$ cat config.mk
export PLATFORM = sky130hd
export DESIGN_NAME = pwm_tick_gen
export DESIGN_NICKNAME = d
export VERILOG_FILES = /design/src/rtl/pwm_tick_pkg.sv /design/src/rtl/pwm_tick_div.sv /design/src/rtl/pwm_period_core.sv /design/src/rtl/pwm_out_stage.sv /design/src/rtl/pwm_tick_gen.sv
export SDC_FILE = /design/constraint.sdc
export NUM_CORES = 1
export LEC_CHECK = 0
export BUFFER_PORTS_ARGS = -buffer_cell sky130_fd_sc_hd__buf_4
export CAP_MARGIN = 20
export CORE_MARGIN = 2
export CORE_UTILIZATION = 50
export DETAILED_ROUTE_END_ITERATION = 8
export PLACE_DENSITY = 0.79
export SYNTH_ARGS = -nofsm -noshare
export SYNTH_HDL_FRONTEND = slang
export SYNTH_HIERARCHICAL = 1
export SYNTH_SLANG_ARGS = --single-unit
$ cat constraint.sdc
create_clock -name clk -period 4.9 [get_ports clk]
set_input_delay 0 -clock clk [delete_from_list [all_inputs] [get_ports clk]]
set_output_delay 0 -clock clk [all_outputs]
set_load 0.01 [all_outputs]
$ cat src/rtl/pwm_tick_pkg.sv
package pwm_tick_pkg;

  typedef enum logic {
    CH_IDLE = 1'b0,
    CH_RUN  = 1'b1
  } ch_state_e;

endpackage

$ cat src/rtl/pwm_tick_div.sv
module pwm_tick_div #(
  parameter int CLK_DIV = 20
) (
  input  logic clk,
  input  logic rst,
  output logic tick
);

  generate
    if (CLK_DIV <= 1) begin : g_pass
      logic unused_rst;
      assign unused_rst = rst;
      assign tick = 1'b1;
    end else begin : g_count
      localparam int PW = $clog2(CLK_DIV);
      localparam logic [PW-1:0] LAST = PW'(CLK_DIV - 1);
      logic [PW-1:0] pre_q;

      always_ff @(posedge clk) begin
        if (rst) begin
          pre_q <= '0;
        end else if (pre_q == LAST) begin
          pre_q <= '0;
        end else begin
          pre_q <= pre_q + PW'(1);
        end
      end

      assign tick = (pre_q == LAST);
    end
  endgenerate

endmodule

$ cat src/rtl/pwm_period_core.sv
module pwm_period_core
  import pwm_tick_pkg::*;
#(
  parameter int IN_W  = 24,
  parameter int CNT_W = 20
) (
  input  logic             clk,
  input  logic             rst,
  input  logic             en,
  input  logic             tick,
  input  logic [IN_W-1:0]  period_in,
  input  logic [IN_W-1:0]  width_in,
  output logic             nxt_run,
  output logic [CNT_W-1:0] nxt_cnt,
  output logic [CNT_W-1:0] nxt_per,
  output logic [CNT_W-1:0] nxt_wid
);

  ch_state_e        st_q, st_d;
  logic [CNT_W-1:0] cnt_q, cnt_d;
  logic [CNT_W-1:0] per_q, per_d;
  logic [CNT_W-1:0] wid_q, wid_d;
  logic [CNT_W-1:0] per_trim, wid_trim;
  logic             boundary;

  assign per_trim = period_in[CNT_W-1:0];
  assign wid_trim = width_in[CNT_W-1:0];

  generate
    if (IN_W > CNT_W) begin : g_drop_hi
      logic unused_hi;
      assign unused_hi = ^{period_in[IN_W-1:CNT_W], width_in[IN_W-1:CNT_W]};
    end
  endgenerate

  assign boundary = (st_q == CH_IDLE) || (per_q == '0) ||
                    (cnt_q == per_q - CNT_W'(1));

  always_comb begin
    st_d  = st_q;
    cnt_d = cnt_q;
    per_d = per_q;
    wid_d = wid_q;
    if (!en) begin
      st_d  = CH_IDLE;
      cnt_d = '0;
    end else if (tick) begin
      if (boundary) begin
        st_d  = CH_RUN;
        cnt_d = '0;
        per_d = per_trim;
        wid_d = wid_trim;
      end else begin
        cnt_d = cnt_q + CNT_W'(1);
      end
    end
  end

  always_ff @(posedge clk) begin
    if (rst) begin
      st_q  <= CH_IDLE;
      cnt_q <= '0;
      per_q <= '0;
      wid_q <= '0;
    end else begin
      st_q  <= st_d;
      cnt_q <= cnt_d;
      per_q <= per_d;
      wid_q <= wid_d;
    end
  end

  assign nxt_run = (st_d == CH_RUN);
  assign nxt_cnt = cnt_d;
  assign nxt_per = per_d;
  assign nxt_wid = wid_d;

endmodule

$ cat src/rtl/pwm_out_stage.sv
module pwm_out_stage #(
  parameter int CNT_W = 20
) (
  input  logic             clk,
  input  logic             rst,
  input  logic             nxt_run,
  input  logic [CNT_W-1:0] nxt_cnt,
  input  logic [CNT_W-1:0] nxt_per,
  input  logic [CNT_W-1:0] nxt_wid,
  output logic             sw_close,
  output logic             pulse_start
);

  logic close_d;

  // cnt stays below per, so a width at or above the period never opens.
  assign close_d = nxt_run && (nxt_per != '0) && (nxt_cnt < nxt_wid);

  always_ff @(posedge clk) begin
    if (rst) begin
      sw_close    <= 1'b0;
      pulse_start <= 1'b0;
    end else begin
      sw_close    <= close_d;
      pulse_start <= close_d && !sw_close;
    end
  end

endmodule

$ cat src/rtl/pwm_tick_gen.sv
module pwm_tick_gen #(
  parameter int CLK_DIV = 20,
  parameter int IN_W    = 24,
  parameter int CNT_W   = 20
) (
  input  logic            clk,
  input  logic            rst,
  input  logic            en,
  input  logic [IN_W-1:0] period_in,
  input  logic [IN_W-1:0] width_in,
  output logic            sw_close,
  output logic            pulse_start
);

  logic             tick_w;
  logic             nxt_run;
  logic [CNT_W-1:0] nxt_cnt, nxt_per, nxt_wid;

  pwm_tick_div #(.CLK_DIV(CLK_DIV)) u_div (
    .clk  (clk),
    .rst  (rst),
    .tick (tick_w)
  );

  pwm_period_core #(.IN_W(IN_W), .CNT_W(CNT_W)) u_core (
    .clk       (clk),
    .rst       (rst),
    .en        (en),
    .tick      (tick_w),
    .period_in (period_in),
    .width_in  (width_in),
    .nxt_run   (nxt_run),
    .nxt_cnt   (nxt_cnt),
    .nxt_per   (nxt_per),
    .nxt_wid   (nxt_wid)
  );

  pwm_out_stage #(.CNT_W(CNT_W)) u_out (
    .clk         (clk),
    .rst         (rst),
    .nxt_run     (nxt_run),
    .nxt_cnt     (nxt_cnt),
    .nxt_per     (nxt_per),
    .nxt_wid     (nxt_wid),
    .sw_close    (sw_close),
    .pulse_start (pulse_start)
  );

endmodule

# After elaboration in Yosys (flattened, before gate mapping)
# Cells that the tools add are included.
[totals]
ff_bits = 68
in_bits = 51
output_inout_bits = 2
word_cells = 35
[op_classes]
add_sub_neg = 3
magnitude_cmp = 1
n_eq_ne = 2
n_mux = 12
bitwise = 1
n_reduce_logical = 9
[op_table]
columns = ["operator", "count"]
rows = [
  ["$mux W20", 9],
  ["$add A20 B1 Y20 const B", 1],
  ["$eq A20 B20 Y1", 1],
  ["$logic_not A20 Y1", 1],
  ["$lt A20 B20 Y1", 1],
  ["$reduce_bool A20 Y1", 1],
  ["$sub A20 B1 Y20 const B", 1],
  ["$add A5 B1 Y5 const B", 1],
  ["$eq A5 B5 Y1 const B", 1],
  ["$logic_and A1 B1 Y1", 3],
  ["$mux W1", 3],
  ["$logic_or A1 B1 Y1", 2],
  ["$reduce_or A2 Y1", 1],
  ["$logic_not A1 Y1", 1],
  ["$not A1 Y1", 1],
]

# Logic depth before layout (Yosys ltp)
[logic_depth]
ltp_word = 10
ltp_mapped = 18

# Modules after synthesis
# The synthesis kept the hierarchy.
[modules_own_cells]
columns = ["mod", "instances", "cells_per_inst", "area_per_inst_um2"]
rows = [
  ["pwm_period_core", 1, 475, 4375.4],
  ["pwm_out_stage", 1, 81, 606.8],
  ["pwm_tick_div", 1, 22, 215.2],
]

# Worst setup path after synthesis
# OpenSTA, ideal clock, no wires.
[synth_path]
kind = "register to register"
from = "reg u_core.per_q[0]"
to = "reg u_out.pulse_start"
setup_ns = 0.073
t_arrival_ns = 3.599
required_time_ns = 4.827
path_slack_ns = 1.228
stages_incl_launch_ff = 18
synth_period_minus_slack_ns = 3.672
path_cell_list = "dfxtp_1 inv_1 ha_1 xor2_1 o211ai_1 nor4_1 nand4_1 or4_4 o21bai_4 buf_8 buf_12 mux2_4 inv_1 ha_1 a2111oi_4 nand4b_1 nand4_1 nor3_2"
[synth_lines]
columns = ["item", "line", "source"]
rows = [
  ["start: declaration", "pwm_period_core.sv:21", "logic [CNT_W-1:0] per_q, per_d;"],
  ["start signal: assignment", "pwm_period_core.sv:68", "per_q <= per_d;"],
  ["$sub A20 B1 Y20 or $logic_not A20 Y1 (tied branches)", "pwm_period_core.sv:37, pwm_period_core.sv:36", ""],
  ["$eq A20 B20 Y1 or $logic_or A1 B1 Y1 (tied branches)", "pwm_period_core.sv:37, pwm_period_core.sv:36", ""],
  ["$logic_or A1 B1 Y1 *", "pwm_period_core.sv:36", "assign boundary = (st_q == CH_IDLE) || (per_q == '0) ||"],
  ["$mux W20 *", "pwm_period_core.sv:48", "if (boundary) begin"],
  ["$mux W20 *", "pwm_period_core.sv:47", "end else if (tick) begin"],
  ["$mux W20 *", "pwm_period_core.sv:44", "if (!en) begin"],
  ["via nxt_wid[1]", "pwm_tick_gen.sv:17", "logic [CNT_W-1:0] nxt_cnt, nxt_per, nxt_wid;"],
  ["$lt A20 B20 Y1 *", "pwm_out_stage.sv:17", "assign close_d = nxt_run && (nxt_per != '0) && (nxt_cnt < nxt_wid);"],
  ["$logic_and A1 B1 Y1 *", "pwm_out_stage.sv:17", ""],
  ["$logic_and A1 B1 Y1 *", "pwm_out_stage.sv:25", "pulse_start <= close_d && !sw_close;"],
  ["end signal: assignment", "pwm_out_stage.sv:25", ""],
  ["end: declaration", "pwm_out_stage.sv:11", "output logic pulse_start"],
]
# Mark *: on every way through the listed nets, which the timed path passes. The rest lies on a longest branch.
# A chain may end at the register's enable or synchronous reset.

# Final worst setup path
# Ends and elaborated chain as after synthesis.

==> results.cfg <==
[finish]
diodes = 0
layout.nets = 726
nFillCells = 864
drive_gt1_share_pct = 18.8
syn2layout_area_growth_pct = 18.2

[timing]
post-route-period-util_pct = 93.5
clock_skew_ns = 0.00922
finalWorstSetupSlack_ns = 0.320
fin_setup_tns_ns = 0
drv_slew = 0
period_needed_ns = 4.58
worst_pin_slew_ns = 0.628
finalHoldViolations = 0
setup_viol = 0
fmax_mhz = 218
max-slew-margin-rel_pct = 57.8
rsz0062_at_grt = false

[status]
status = finished, final reports clean

[grt]
antenna_found_initial = 0
groute.usage.overall_pct = 21.2
grt_pass1_wl_um = 19300
grt_remaining_overflow = 0
grt_max_degree = 87
grt_pass1_vias = 4198

[worst_setup_path]
cp.arrival_ns = 4.87
required_ns = 5.19
start_kind = flip-flop
crit_slowest_cell = or4_4
max_stage_delay_ns = 0.54
path_class = flip-flop to flip-flop
crit_chain = inv_1, ha_1, nor3b_2, a21oi_1, nor4_1, nand4_1, or4_4, o21bai_4, buf_4, mux2_4, inv_1, ha_1, a21oi_1, o21ai_0, a31oi_1, nand4_1, nor3_2
r2r_slack_ns = 0.32
crit_fanout = 10
critPathCaptureType = flip-flop

[synth]
netlist_area_um2 = 5200
syn_nets = 652
synthCells = 578
synth.yosys.seq_area_share_pct = 26.2
synth_ff_type = dfxtp_1
synth-edff-count = 0
synth-seq-cells = 68
synthDistinctLibCells = 59
ys_async_sr_fraction_pct = 0
yosysWarnings = 6
avgSynthCellArea_um2 = 8.99

[floorplanning]
die_area_um2 = 11200
die_w_um = 106
start_util_pct = 51.0
pin_count = 53
die_y_um = 106
core_um2 = 10200
rows = 37

[routing]
drc = 0
via_per_inst = 5.36
dr_total_vias = 4249
antenna_left = 0
dr.first_iter.drc_count = 232
wl_per_cell_um = 14.8
totalWireLength_um = 11700
firstDrtPassIters = 4

[clocking]
clk-insertion-delay-late_ns = 0.36
cts_tree = yes
cts-root-buf = clkbuf_8
cts_made_buffers = 9
clock_path_buffers = 2
clk_pin_slew_ns = 0.07
htreeDepth = 3
clock_sinks = 68
post_cts_buffers = 0

[run]
drv_cap = 0

[power_and_ir_drop]
leakage_nw = 2.36
peakVddDrop_uv = 185
total_power_w = 0.00108
power.density_nw_per_um2 = 176

[worst_hold_path]
hold_path.class = input pin to flip-flop

[place]
io_buffers = 44
hpwl_um = 8240
pre_cts_ws_ns = 0.391
gp_congestion = 0.841
per-layer routing:
layer / routed length (µm) / part of all wire, % / GRT usage [%]
met5: 0 / 0 / 0
met4: 110 / 0.94 / 3.95
met3: 408 / 3.5 / 4.97
met2: 5830 / 50 / 37.9
met1: 5400 / 46 / 26.0
logic make-up (layout without fill, tap and decap cells):
group	after synthesis	in the layout	share of synthesized area, %
adders and majority gates	23	23	5.54
DFF	68	68	26.2
and+or+nand+nor	230	230	25.6
muxes	82	82	19.7
buffers and inverters	57	135	6.35
xor gates and xnor gates	47	47	7.92
AOI/OAI and AO/OA	71	71	8.69
metrics by stage:
step / area [µm²] / hold slack, ns / instances / util [%]
3_3_place_gp: 5560 / 0.281 / 736 / 54.6
4_1_cts: 6130 / 0.0860 / 791 / 60.2
6_report: 6140 / 0.111 / 792 / 60.3
2_1_floorplan: 5200 / 0.0694 / 578 / -
5_1_grt: 6140 / 0.104 / 792 / 60.3
3_5_place_dp: 5560 / 0.289 / 736 / 54.6
synthesized netlist by cell type, types with 2 or more instances:
cell type,n,area (µm²)
nor4_1,7,43.8
mux2_4,40,601
xnor2_1,37,324
dfxtp_1,68,1360
nor3b_2,2,25.0
o21ai_0,4,20.0
a211oi_1,2,15.0
nor3_1,6,30.0
buf_6,4,45.0
mux2i_1,40,400
buf_4,2,15.0
xor2_1,10,87.6
a21oi_1,48,240
nand4_1,14,87.6
and2_1,2,12.5
nand3b_1,2,15.0
nor3b_1,2,15.0
and3_1,11,68.8
ha_1,23,288
nand3_1,8,40.0
a31oi_1,3,18.8
nand2b_1,84,526
buf_12,4,80.1
and4_1,2,17.5
nand2_1,52,195
buf_2,2,10.0
clkbuf_1,17,63.8
inv_1,26,97.6
o31ai_1,2,15.0
nor3_2,2,20.0
nor2_1,20,75.1
nand4b_1,4,35.0
nor2b_1,2,12.5
final timing paths:
path | start | end | cells after the start
setup / recovery | u_core/per_q[0]$_SDFF_PP0_ | u_out/pulse_start$_SDFF_PP0_ | 17
hold / removal | en | u_core/st_q$_SDFF_PP0_ | 3
setup reg to reg | u_core/per_q[0]$_SDFF_PP0_ | u_out/pulse_start$_SDFF_PP0_ | 17
hold reg to reg | u_div/g_count.pre_q[0]$_SDFF_PP0_ | u_div/g_count.pre_q[0]$_SDFF_PP0_ | 1
report_power, final:
| group | internal (W) | switching, W |
|---|---|---|
| clock | 0.000207 | 0.000220 |
| combinational | 0.0000601 | 0.0000367 |
| sequential | 0.000554 | 0.00000181 |
| total | 0.000821 | 0.000259 |
registers in the layout, indices dropped and copies added (netlist names):
register             count
u_core/cnt_q            20
u_core/wid_q            20
u_out/pulse_start        1
u_out/sw_close           1
u_div/g_count.pre_q      5
u_core/per_q            20
u_core/st_q              1
critical path, delay by kind of cell (launching register included):
family	cells	cell delay [ns]
fa+ha+maj	2	0.36
mux	1	0.17
simple gates	6	1.85
compound gates	5	1.32
buf+inv	3	0.44
flops	1	0.39
final cells by class:
| type | count | area (µm²) | area share, % |
|---|---|---|---|
| Sequential cell | 68 | 1360 | 22.2 |
| Clock inverter | 4 | 25.0 | 0.407 |
| Clock buffer | 11 | 151 | 2.46 |
| Multi-Input combinational cell | 453 | 3510 | 57.1 |
| Timing Repair Buffer | 94 | 831 | 13.5 |
| Inverter | 26 | 97.6 | 1.59 |
| Tap cell | 136 | 170 | 2.77 |
what timing repair did:
item	in CTS	in global routing
resized for setup	0	0
hold endpoints to repair	40	0
hold buffers	40	0
cell usage in the layout (no fill, tap or decap), drive strengths merged, types with 2 or more instances in the layout:
master,count
clkinv,2
dlygate4sd3,40
clkinvlp,2
xnor2,37
nand3b,2
a31oi,3
nand4b,4
and4,2
nor2,20
a21oi,48
o31ai,3
nor4,9
nand3,8
a2111oi,2
nand4,14
dfxtp,68
xor2,10
nand2,52
buf,54
a211oi,2
nor3b,4
ha,23
clkbuf,11
mux2i,40
inv,26
nor3,8
and3,11
nand2b,85
mux2,42
o21ai,4
and2,2
nor2b,2
Note: power is estimated with default switching activity, not from simulation.
